===== src/rtl/gpio_bank_pkg.sv =====
package gpio_bank_pkg;

  localparam int unsigned REG_IDX_W = 4;

  typedef enum logic [REG_IDX_W-1:0] {
    IDX_PADIN  = 4'd0,
    IDX_DSET   = 4'd1,
    IDX_DCLR   = 4'd2,
    IDX_DIR    = 4'd3,
    IDX_DIRSET = 4'd4,
    IDX_DIRCLR = 4'd5,
    IDX_PDIS   = 4'd6,
    IDX_SLP    = 4'd7,
    IDX_SELA   = 4'd8,
    IDX_SELB   = 4'd9
  } reg_idx_e;

  typedef enum logic [1:0] {
    FN_GPIO = 2'b00,
    FN_A    = 2'b01,
    FN_B    = 2'b10,
    FN_C    = 2'b11
  } func_e;

endpackage


===== src/rtl/gpio_rst_sync.sv =====
module gpio_rst_sync (
  input  logic clk,
  input  logic rst_n,
  output logic rst_sync_n
);

  logic stage_q;

  always_ff @(posedge clk or negedge rst_n) begin
    if (!rst_n) begin
      stage_q    <= 1'b0;
      rst_sync_n <= 1'b0;
    end else begin
      stage_q    <= 1'b1;
      rst_sync_n <= stage_q;
    end
  end

endmodule


===== src/rtl/gpio_setclr_reg.sv =====
module gpio_setclr_reg #(
  parameter int unsigned WIDTH = 32
) (
  input  logic             clk,
  input  logic             rst_n,
  input  logic             set_en,
  input  logic             clr_en,
  input  logic [WIDTH-1:0] mask,
  output logic [WIDTH-1:0] q
);

  logic [WIDTH-1:0] q_nxt;
  logic             q_en;

  assign q_en = set_en | clr_en;

  always_comb begin
    q_nxt = q;
    if (set_en) begin
      q_nxt = q | mask;
    end else if (clr_en) begin
      q_nxt = q & ~mask;
    end
  end

  always_ff @(posedge clk or negedge rst_n) begin
    if (!rst_n) begin
      q <= '0;
    end else if (q_en) begin
      q <= q_nxt;
    end
  end

  // a set write raises every masked bit and leaves the others.
  p_set_mask_r2: assert property (@(posedge clk) disable iff (!rst_n)
    set_en |=> (((q & $past(mask)) == $past(mask)) &&
                ((q & ~$past(mask)) == ($past(q) & ~$past(mask)))));

  // a clear write drops every masked bit and leaves the others.
  p_clr_mask_r3: assert property (@(posedge clk) disable iff (!rst_n)
    (clr_en && !set_en) |=> (((q & $past(mask)) == '0) &&
                ((q & ~$past(mask)) == ($past(q) & ~$past(mask)))));

  // with no write the register holds.
  p_idle_hold_r4: assert property (@(posedge clk) disable iff (!rst_n)
    !(set_en || clr_en) |=> $stable(q));

endmodule


===== src/rtl/gpio_in_sync.sv =====
module gpio_in_sync #(
  parameter int unsigned WIDTH = 32
) (
  input  logic             clk,
  input  logic             rst_n,
  input  logic [WIDTH-1:0] d_in,
  output logic [WIDTH-1:0] d_sync
);

  logic [WIDTH-1:0] meta_q;

  always_ff @(posedge clk or negedge rst_n) begin
    if (!rst_n) begin
      meta_q <= '0;
      d_sync <= '0;
    end else begin
      meta_q <= d_in;
      d_sync <= meta_q;
    end
  end

  // the output stage follows the first stage one clock later.
  p_two_stage_r8: assert property (@(posedge clk) disable iff (!rst_n)
    1'b1 |=> (d_sync == $past(meta_q)));

endmodule


===== src/rtl/gpio_pad_ctrl.sv =====
module gpio_pad_ctrl #(
  parameter int unsigned NUM_PINS = 32
) (
  input  logic                  sleep_req,
  input  logic [NUM_PINS-1:0]   data_q,
  input  logic [NUM_PINS-1:0]   dir_q,
  input  logic [NUM_PINS-1:0]   pdis_q,
  input  logic [NUM_PINS-1:0]   slp_q,
  input  logic [NUM_PINS-1:0]   sela_q,
  input  logic [NUM_PINS-1:0]   selb_q,
  output logic [NUM_PINS-1:0]   pad_oe,
  output logic [NUM_PINS-1:0]   pad_out,
  output logic [NUM_PINS-1:0]   pad_pull_en,
  output logic [NUM_PINS-1:0]   pad_pull_up,
  output logic [2*NUM_PINS-1:0] pad_func
);

  import gpio_bank_pkg::*;

  for (genvar i = 0; i < NUM_PINS; i++) begin : g_pin
    logic  forced_in;
    func_e code;

    assign forced_in      = sleep_req & ~slp_q[i];
    assign code           = func_e'({selb_q[i], sela_q[i]});
    assign pad_oe[i]      = dir_q[i] & ~forced_in;
    assign pad_pull_en[i] = forced_in | (~dir_q[i] & ~pdis_q[i]);
    assign pad_out[i]     = data_q[i];
    assign pad_pull_up[i] = data_q[i];
    assign pad_func[2*i +: 2] = code;
  end

endmodule


===== src/rtl/gpio_bank.sv =====
module gpio_bank #(
  parameter int unsigned NUM_PINS = 32,
  parameter int unsigned ADDR_W   = 4
) (
  input  logic                  clk,
  input  logic                  rst_n,
  input  logic                  bus_wr,
  input  logic                  bus_rd,
  input  logic [ADDR_W-1:0]     bus_addr,
  input  logic [NUM_PINS-1:0]   bus_wdata,
  output logic [NUM_PINS-1:0]   bus_rdata,
  input  logic                  sleep_req,
  input  logic [NUM_PINS-1:0]   pad_in,
  output logic [NUM_PINS-1:0]   pad_oe,
  output logic [NUM_PINS-1:0]   pad_out,
  output logic [NUM_PINS-1:0]   pad_pull_en,
  output logic [NUM_PINS-1:0]   pad_pull_up,
  output logic [2*NUM_PINS-1:0] pad_func
);

  import gpio_bank_pkg::*;

  localparam logic [ADDR_W-1:0] A_PADIN  = ADDR_W'(IDX_PADIN);
  localparam logic [ADDR_W-1:0] A_DSET   = ADDR_W'(IDX_DSET);
  localparam logic [ADDR_W-1:0] A_DCLR   = ADDR_W'(IDX_DCLR);
  localparam logic [ADDR_W-1:0] A_DIR    = ADDR_W'(IDX_DIR);
  localparam logic [ADDR_W-1:0] A_DIRSET = ADDR_W'(IDX_DIRSET);
  localparam logic [ADDR_W-1:0] A_DIRCLR = ADDR_W'(IDX_DIRCLR);
  localparam logic [ADDR_W-1:0] A_PDIS   = ADDR_W'(IDX_PDIS);
  localparam logic [ADDR_W-1:0] A_SLP    = ADDR_W'(IDX_SLP);
  localparam logic [ADDR_W-1:0] A_SELA   = ADDR_W'(IDX_SELA);
  localparam logic [ADDR_W-1:0] A_SELB   = ADDR_W'(IDX_SELB);

  logic                rst_q_n;
  logic [NUM_PINS-1:0] data_q, dir_q, pdis_q, slp_q, sela_q, selb_q;
  logic [NUM_PINS-1:0] pdis_nxt, slp_nxt, sela_nxt, selb_nxt;
  logic                pdis_en, slp_en, sela_en, selb_en;
  logic [NUM_PINS-1:0] pad_sync;
  logic [NUM_PINS-1:0] rd_nxt;

  gpio_rst_sync u_rst (
    .clk        (clk),
    .rst_n      (rst_n),
    .rst_sync_n (rst_q_n)
  );

  gpio_setclr_reg #(.WIDTH(NUM_PINS)) u_data (
    .clk    (clk),
    .rst_n  (rst_q_n),
    .set_en (bus_wr && (bus_addr == A_DSET)),
    .clr_en (bus_wr && (bus_addr == A_DCLR)),
    .mask   (bus_wdata),
    .q      (data_q)
  );

  gpio_setclr_reg #(.WIDTH(NUM_PINS)) u_dir (
    .clk    (clk),
    .rst_n  (rst_q_n),
    .set_en (bus_wr && (bus_addr == A_DIRSET)),
    .clr_en (bus_wr && (bus_addr == A_DIRCLR)),
    .mask   (bus_wdata),
    .q      (dir_q)
  );

  gpio_in_sync #(.WIDTH(NUM_PINS)) u_sync (
    .clk    (clk),
    .rst_n  (rst_q_n),
    .d_in   (pad_in),
    .d_sync (pad_sync)
  );

  // Plain configuration registers: next state and enables.
  always_comb begin
    pdis_en  = bus_wr && (bus_addr == A_PDIS);
    slp_en   = bus_wr && (bus_addr == A_SLP);
    sela_en  = bus_wr && (bus_addr == A_SELA);
    selb_en  = bus_wr && (bus_addr == A_SELB);
    pdis_nxt = bus_wdata;
    slp_nxt  = bus_wdata;
    sela_nxt = bus_wdata;
    selb_nxt = bus_wdata;
  end

  always_ff @(posedge clk or negedge rst_q_n) begin
    if (!rst_q_n) begin
      pdis_q <= '0;
      slp_q  <= '0;
      sela_q <= '0;
      selb_q <= '0;
    end else begin
      if (pdis_en) pdis_q <= pdis_nxt;
      if (slp_en)  slp_q  <= slp_nxt;
      if (sela_en) sela_q <= sela_nxt;
      if (selb_en) selb_q <= selb_nxt;
    end
  end

  // Read path.
  always_comb begin
    unique case (bus_addr)
      A_PADIN: rd_nxt = pad_sync;
      A_DIR:   rd_nxt = dir_q;
      A_PDIS:  rd_nxt = pdis_q;
      A_SLP:   rd_nxt = slp_q;
      A_SELA:  rd_nxt = sela_q;
      A_SELB:  rd_nxt = selb_q;
      default: rd_nxt = '0;
    endcase
  end

  always_ff @(posedge clk or negedge rst_q_n) begin
    if (!rst_q_n) begin
      bus_rdata <= '0;
    end else if (bus_rd) begin
      bus_rdata <= rd_nxt;
    end
  end

  gpio_pad_ctrl #(.NUM_PINS(NUM_PINS)) u_pads (
    .sleep_req   (sleep_req),
    .data_q      (data_q),
    .dir_q       (dir_q),
    .pdis_q      (pdis_q),
    .slp_q       (slp_q),
    .sela_q      (sela_q),
    .selb_q      (selb_q),
    .pad_oe      (pad_oe),
    .pad_out     (pad_out),
    .pad_pull_en (pad_pull_en),
    .pad_pull_up (pad_pull_up),
    .pad_func    (pad_func)
  );

  // a pin never drives and pulls at the same time.
  p_pull_vs_drive_r6: assert property (@(posedge clk) disable iff (!rst_q_n)
    ((pad_pull_en & pad_oe) == '0));

  // in sleep, pins without the hold bit are undriven.
  p_sleep_release_r7: assert property (@(posedge clk) disable iff (!rst_q_n)
    sleep_req |-> ((pad_oe & ~slp_q) == '0));

  // alias indices read back as zero.
  p_alias_zero_r9: assert property (@(posedge clk) disable iff (!rst_q_n)
    (bus_rd && ((bus_addr == A_DSET) || (bus_addr == A_DCLR) ||
                (bus_addr == A_DIRSET) || (bus_addr == A_DIRCLR)))
    |=> (bus_rdata == '0));

  // read data holds without a read strobe.
  p_rdata_hold_r10: assert property (@(posedge clk) disable iff (!rst_q_n)
    !bus_rd |=> $stable(bus_rdata));

endmodule


===== config.mk =====
export PLATFORM = sky130hd
export DESIGN_NAME = gpio_bank
export DESIGN_NICKNAME = d
export VERILOG_FILES = /design/src/rtl/gpio_bank_pkg.sv /design/src/rtl/gpio_rst_sync.sv /design/src/rtl/gpio_setclr_reg.sv /design/src/rtl/gpio_in_sync.sv /design/src/rtl/gpio_pad_ctrl.sv /design/src/rtl/gpio_bank.sv
export SDC_FILE = /design/constraint.sdc
export NUM_CORES = 1
export LEC_CHECK = 0
export BUFFER_PORTS_ARGS = -buffer_cell sky130_fd_sc_hd__buf_2
export CAP_MARGIN = 30
export CORE_MARGIN = 1.5
export CORE_UTILIZATION = 33
export DETAILED_ROUTE_END_ITERATION = 16
export GPL_ROUTABILITY_DRIVEN = 0
export MAX_ROUTING_LAYER = met4
export PLACE_DENSITY = 0.56
export SLEW_MARGIN = 20
export SYNTH_ARGS = -nofsm -noshare
export SYNTH_HDL_FRONTEND = slang
export SYNTH_SLANG_ARGS = --single-unit

===== constraint.sdc =====
create_clock -name clk -period 10.3 [get_ports clk]
set_input_delay 0 -clock clk [delete_from_list [all_inputs] [get_ports clk]]
set_output_delay 0 -clock clk [all_outputs]
set_load 0.02 [all_outputs]

* Yosys cells after proc, flatten, opt, wreduce, memory -nomap -nowiden
Cells that the tools add are included.
Cells by class: equality and inequality tests 9, multiplexer cells 5, bitwise logic cells 263, reduce and logical (&&, ||, !) cells 13
Operators by type and width (number):
- $pmux W32 S6 | 1
- $mux W32 | 4
- $not A1 Y1 | 128
- $and A1 B1 Y1 | 96
- $and A32 B32 Y32 | 2
- $or A32 B32 Y32 | 2
- $or A1 B1 Y1 | 34
- $not A32 Y32 | 1
- $eq A4 B3 Y1 const B | 4
- $eq A4 B2 Y1 const B | 2
- $eq A4 B4 Y1 const B | 2
- $logic_and A1 B1 Y1 | 8
- $eq A4 B1 Y1 const B | 1
- $logic_not A4 Y1 | 1
- $reduce_and A2 Y1 | 2
- $reduce_bool A2 Y1 | 2
Storage, ports and cells: register bits after elaboration 290, logic and storage cells 301

* Depth between registers and ports, before layout
Gate-level depths: netlist of the first run.
depth after elaboration 4, depth in mapped cells 7, mapped depth without buffers 3

* Cells and area by module
A second synthesis of the first run with hierarchy kept.
Unflattened totals: cell total of the unflattened synthesis 1147, area total of the unflattened synthesis 13803.2 um^2
By module, submodules not included:
- gpio_bank | instances 1, cells an instance 649, area an instance 8104.0 um^2, seq. area each 4003.8 um^2
- gpio_setclr_reg | instances 2, cells an instance 102, area an instance 1249.9 um^2, seq. area each 800.8 um^2
- gpio_in_sync | instances 1, cells an instance 64, area an instance 1601.5 um^2, seq. area each 1601.5 um^2
- gpio_pad_ctrl | instances 1, cells an instance 227, area an instance 1544.0 um^2, seq. area each 0.0 um^2
- gpio_rst_sync | instances 1, cells an instance 3, area an instance 53.8 um^2, seq. area each 50.0 um^2

* Worst setup path before layout of the first run
No wires, ideal clock.
path type input-to-reg, start input bus_addr[0], end register sela_q[10], library setup time 0.125 ns, arrival 1.209 ns, data required time 10.175 ns, slack 8.966 ns, stages on the path 5, buffers on the path 2, path through buf_2 > nor4b_4 > nand2_2 > buf_6 > mux2_4
On the way: word-level cells in the longest chain between the ends 2
Ends and longest elaborated chain:
- start: declaration | RTL line gpio_bank.sv:9 | input logic [ADDR_W-1:0] bus_addr,
- $eq A4 B4 Y1 | RTL line gpio_bank.sv:76 | sela_en = bus_wr && (bus_addr == A_SELA);
- $logic_and A1 B1 Y1 | RTL line gpio_bank.sv:76
- end signal: assignment | RTL line gpio_bank.sv:93 | if (sela_en) sela_q <= sela_nxt;
- end: declaration | RTL line gpio_bank.sv:35 | logic [NUM_PINS-1:0] data_q, dir_q, pdis_q, slp_q, sela_q, selb_q;
Every way passes these cells. A chain may end at the register's enable or synchronous reset.

* Final worst setup path of the first run
start input bus_addr[0], end register sela_q[20]
Same word-level chain as after synthesis.

==> results.json, run 1 <==
{
  "status": "complete, no violations",
  "track_usage_pct": 21.8,
  "critPathKind": "in -> reg",
  "p_leak_nw": 7.65,
  "syn_to_final_growth_pct": 29.1,
  "drt_first_pass_iters": 5,
  "syn_area_um2": 12700,
  "finalCritPeriodShare_pct": 22.1,
  "cts-buffers-inserted": 34,
  "row_count": 71,
  "grt_pass1_wl_um": 61700,
  "met1_usage_pct": 29.1,
  "whs_ns": 0.0209,
  "rsz0062_at_grt": "no",
  "reg2reg_slack_ns": 8.11,
  "grt_pass1_vias": 9659,
  "htreeDepth": 2,
  "tns_ns": 0,
  "ys_warn_count": 0,
  "cts_setup_buffers": 0,
  "cts.repair.resized": 0,
  "skew_ns": 0.0186,
  "synth_top_cell_by_area": "dfrtp_1",
  "avgSynthCellArea_um2": 12.3,
  "drv_cap": 0,
  "maxSlewViolCount": 0,
  "netlist_instances": 1027,
  "antenna_left": 0,
  "grt.overflow.total": 0,
  "drt_iter0_drc": 450,
  "worstMarginPinSlew_ns": 1.00,
  "startpoint_type": "input port",
  "fin_crit_ns": 2.27,
  "synth.area.top_cells": "dfrtp_1, mux2_2, mux2_4",
  "drive_gt1_share_pct": 40.3,
  "min_path_type": "in -> reg",
  "drc_errors": 0,
  "wl_per_cell_um": 22.3,
  "io_buffers": 296,
  "coreArea_um2": 37800,
  "netlist_top_cells_count": "dfrtp_1, mux2_2, a31oi_1, o21ai_0, a21oi_1",
  "cts_sinks": 290,
  "ys_seq_area_share_pct": 57.2,
  "cts_max_path_buffers": 3,
  "crit_fanout": 55,
  "start_util_pct": 33.6,
  "yosysMostFrequentCell": "dfrtp_1",
  "vdd_drop_max_mv": 0.105,
  "ys_ff_latch": 290,
  "nNetsFinal": 1416,
  "pin_count": 297,
  "synthesis.nets": 1100,
  "synthArstFlopShare_pct": 100,
  "wl_um": 41900,
  "slew-limit-headroom_pct": 33.1,
  "critPathCaptureType": "register",
  "synth_edf_count": 0,
  "met2_usage_pct": 33.9,
  "cp.required_ns": 10.71,
  "synth_cell_types": 39,
  "postCtsHoldBufs": 66,
  "cts_tree": "built",
  "power.density_nw_per_um2": 224,
  "fill_cells": 3612,
  "setup_violations": 0,
  "hold_viol": 0,
  "yosysTopAreaCellShare_pct": 57.2,
  "clkSlewWorstSetupHoldPaths_ns": 0.06,
  "fmax_ghz": 0.440,
  "die_h_um": 199,
  "clk_latency_ns": 0.54,
  "grt_max_degree": 69,
  "synthFlopType": "dfrtp_1",
  "die_w_um": 199,
  "grt.busiest_layer": "met2",
  "die-area_um2": 39600,
  "met3_usage_pct": 3.80,
  "antenna_found_initial": 1,
  "vias": 9680,
  "root_buffer": "clkbuf_16",
  "hpwlAfterDp_um": 27600,
  "arrival_ns": 2.68,
  "viasPerCell": 5.16
}
[power by group]
| group | internal, mW | switching, mW | leakage (nW) |
|---|---|---|---|
| combinational | 0.381 | 0.528 | 3.59 |
| sequential | 1.34 | 0.168 | 3.50 |
| clock | 0.763 | 0.482 | 0.561 |
[per-layer routing]
metal | vias to the layer above | routed length [µm] | share of wire, %
met5 | - | 0 | 0
met2 | 368 | 19600 | 47
met1 | 4900 | 18700 | 45
li1 | 4340 | - | -
met3 | 72 | 2470 | 5.9
met4 | 0 | 1070 | 2.6
[layout by cell type, fill, tap and decap left out, types with 34 or more instances in the layout]
cell,Yosys,routed
a21oi_1,39,39
a31oi_1,63,63
buf_2,32,295
clkbuf_16,0,35
dfrtp_1,290,289
dlygate4sd3_1,0,66
mux2_2,131,131
nor2_1,35,34
o21ai_0,62,62
[logic make-up after synthesis]
family                 Yosys count  share of synthesized area, %
other                            1                        0.0296
buffers and inverters          109                          4.70
AO/OA/AOI/OAI                  231                          11.6
XOR/XNOR                         1                        0.0691
multiplexers                   161                          15.2
flip-flops                     290                          57.2
AND/OR/NAND/NOR                234                          11.2
[worst paths after layout]
path | start | end | cells after the start
max | bus_addr[0] | sela_q[20] | 6
max in group asynchronous | u_rst.rst_sync_n | selb_q[19] | 3
min in group asynchronous | u_rst.rst_sync_n | asynchronous set/reset pin | 0
min reg2reg | u_rst.rst_sync_n | asynchronous set/reset pin | 0
min | bus_addr[1] | bus_rdata[20] | 4
max reg2reg | u_rst.rst_sync_n | selb_q[19] | 3
[per-stage QoR]
stage	util [%]	cells	area (µm²)	setup WS [ns]	power [mW]
after CTS	43.3	1873	16300	7.64	3.70
after global placement	38.2	1744	14400	7.08	2.41
after detailed placement	38.5	1750	14500	7.06	2.42
final	43.4	1876	16400	8.03	3.66
after global routing	43.4	1876	16400	7.79	3.84
after floorplan	-	1027	12700	1.62	2.09
[layout make-up]
class	count	area, µm²	area share [%]
repair buffers	387	2410	14.7
flip-flops and latches	290	7260	44.4
diodes	1	2.50	0.0153
inverters	2	7.51	0.0459
clock buffers	46	977	5.97
clock inverters	11	161	0.986
well taps	511	639	3.91
multi-input cells	628	4910	30.0
[critical path: stages]
cell and delay, ns:
buf_4 0.29, buf_4 0.40, nor4b_4 0.62, buf_4 0.37, nand2_4 0.45, mux2_4 0.47
No activity file was read; power rests on OpenSTA's default activity.
==> inputs of run 2 (changes only) <==
--- a/config.mk
+++ b/config.mk
@@ -5,6 +5,7 @@
 export SDC_FILE = /design/constraint.sdc
 export NUM_CORES = 1
 export LEC_CHECK = 0
+export ABC_AREA = 1
 export BUFFER_PORTS_ARGS = -buffer_cell sky130_fd_sc_hd__buf_2
 export CAP_MARGIN = 30
 export CORE_MARGIN = 1.5
@@ -12,7 +13,7 @@
 export DETAILED_ROUTE_END_ITERATION = 16
 export GPL_ROUTABILITY_DRIVEN = 0
 export MAX_ROUTING_LAYER = met4
-export PLACE_DENSITY = 0.56
+export PLACE_DENSITY = 0.57
 export SLEW_MARGIN = 20
 export SYNTH_ARGS = -nofsm -noshare
 export SYNTH_HDL_FRONTEND = slang
==> constraint.sdc (replaced) <==
create_clock -name clk -period 2.17 [get_ports clk]
set_input_delay 0 -clock clk [delete_from_list [all_inputs] [get_ports clk]]
set_output_delay 0 -clock clk [all_outputs]
set_load 0.02 [all_outputs]
==> run 2 against run 1 <==
Effect of this change: clock power grew to 4.5 times the previous value; critical path type is now reg -> out; count of clock-buffer cells in the layout up 4; clock skew down 0.0057 ns; sequential cell count did not move; core utilization up 0.40 points; via count increased by 15%; die area is 2.5% lower; highest routed layer unchanged; critical path depth shrank 4; worst hold slack worse by 0.0038 ns; synthesized cell count rose by 39%.
==> results.json, run 2 <==
{
  "pin_count": 297,
  "fmax_ghz": 0.680,
  "clkSlewWorstSetupHoldPaths_ns": 0.06,
  "yosysTopAreaCellShare_pct": 58.7,
  "final_util_pct": 43.8,
  "cts_max_path_buffers": 3,
  "cts_tree": "built",
  "power.density_nw_per_um2": 1020,
  "viasPerCell": 4.95,
  "critPathKind": "reg -> out",
  "layout_commonest_cell": "nand2_1",
  "drt_iter0_drc": 873,
  "die_w_um": 197,
  "track_usage_pct": 23.0,
  "reg2reg_slack_ns": 0.95,
  "die-area_um2": 38600,
  "worstMarginPinSlew_ns": 0.853,
  "drv_cap": 0,
  "grt.busiest_layer": "met2",
  "status": "complete, no violations",
  "avgSynthCellArea_um2": 8.68,
  "netlist_top_cells_count": "nand2_1, dfrtp_1, nor2_1, nand3_1, a21oi_1",
  "synth_edf_count": 0,
  "htreeDepth": 2,
  "synthArstFlopShare_pct": 100,
  "start_util_pct": 33.6,
  "vdd_drop_max_mv": 0.524,
  "met2_usage_pct": 35.7,
  "hold_viol": 0,
  "antenna_found_initial": 5,
  "startpoint_type": "register",
  "critPathCaptureType": "output pin",
  "min_from": "bus_wr",
  "io_buffers": 296,
  "antenna_left": 0,
  "setup_violations": 0,
  "synthFlopType": "dfrtp_1",
  "drc_errors": 0,
  "min_path_type": "in -> reg",
  "coreArea_um2": 36800,
  "maxSlewViolCount": 0,
  "p_leak_nw": 8.05,
  "grt.overflow.total": 0,
  "clk_latency_ns": 0.51,
  "cp.required_ns": 2.17,
  "cts-buffers-inserted": 34,
  "drive_gt1_share_pct": 22.9,
  "grt_pass1_wl_um": 66000,
  "drt_first_pass_iters": 8,
  "arrival_ns": 1.47,
  "vias": 11100,
  "layout_common_cells": "nand2_1, buf_2, dfrtp_1",
  "fin_crit_ns": 1.47,
  "crit_fanout": 3,
  "whs_ns": 0.0171,
  "reg2regPathDepth": 3,
  "synth.area.top_cells": "dfrtp_1, nand2_1, nand3_1",
  "ys_seq_area_share_pct": 58.7,
  "root_buffer": "clkbuf_16",
  "syn_area_um2": 12400,
  "ys_ff_latch": 290,
  "grt_pass1_vias": 11100,
  "wl_um": 42900,
  "hold_depth": 4,
  "synth_top_cell_by_area": "dfrtp_1",
  "hpwlAfterDp_um": 29100,
  "netlist_instances": 1425,
  "skew_ns": 0.0129,
  "ys_warn_count": 0,
  "syn_to_final_growth_pct": 30.2,
  "die_h_um": 197,
  "row_count": 70,
  "synthesis.nets": 1498,
  "slew-limit-headroom_pct": 43.1,
  "nNetsFinal": 1823,
  "synth_cell_types": 20,
  "met1_usage_pct": 30.8,
  "wl_per_cell_um": 19.1,
  "cts_sinks": 290,
  "yosysMostFrequentCell": "nand2_1",
  "grt_max_degree": 91,
  "rsz0062_at_grt": "no",
  "finalCritPeriodShare_pct": 67.8,
  "met3_usage_pct": 3.68
}
[run 2: logic make-up (layout without fill, tap and decap cells)]
logic type | after synthesis | in the layout | synth area share, %
other | 1 | 6 | 0.0303
flip-flops | 290 | 290 | 58.7
AND/OR/NAND/NOR | 689 | 689 | 22.8
buffers and inverters | 171 | 518 | 6.67
AO/OA/AOI/OAI | 274 | 274 | 11.8
[run 2: worst max path at each step]
stage                                 endpoint              from  slack [ns]
finish                         pad_pull_en[12]        pdis_q[12]        0.70
global route                   pad_pull_en[30]          register        0.71
CTS                            pad_pull_en[12]        pdis_q[12]        0.70
detailed placement                    register       bus_addr[3]        0.52
global placement                      register       bus_addr[3]        0.59
floorplan           asynchronous set/reset pin  u_rst.rst_sync_n       -0.72
[run 2: cell type report]
cell class                      count  area, µm²
Fill cell                        3627      20700
Sequential cell                   290       7260
Multi-Input combinational cell    964       4360
Timing Repair Buffer              403       2590
Clock buffer                       50       1000
Tap cell                          468        586
Inverter                           57        214
Clock inverter                      8       67.6
Antenna cell                        5       12.5
[run 2: metrics by stage]
| step | TNS, ns | instance area [µm²] | worst slack, ns | power, mW | cells |
|---|---|---|---|---|---|
| floorplan | -207.68 | 12400 | -0.721 | 9.44 | 1425 |
| global placement | 0 | 14300 | 0.586 | 10.9 | 2115 |
| detailed placement | 0 | 14300 | 0.518 | 10.9 | 2115 |
| CTS | 0 | 16100 | 0.702 | 16.6 | 2240 |
| global route | 0 | 16100 | 0.713 | 17.3 | 2245 |
| finish | 0 | 16100 | 0.699 | 16.5 | 2245 |
[run 2: what timing repair did]
| action | CTS | global route |
|---|---|---|
| buffers inserted | 0 | 0 |
| endpoints found under the hold margin | 226 | 0 |
| gates resized for setup | 0 | 0 |
| hold buffers | 67 | 0 |
[run 2: report_power, final]
part	total [mW]	switching, mW	internal, mW
sequential	7.13	0.824	6.31
clock	5.57	2.25	3.32
combinational	3.80	2.50	1.30
total	16.5	5.57	10.9
[run 2: critical path: stages (launching register included)]
cell     delay, ns
dfrtp_1       0.41
o22ai_1       0.32
buf_2         0.23
[run 2: metal layers]
metal / routed length (µm) / vias to the layer above
met1: 19100 / 5278
met3: 2720 / 78
met2: 19900 / 454
met5: 0 / -
met4: 1220 / 0
li1: - / 5299
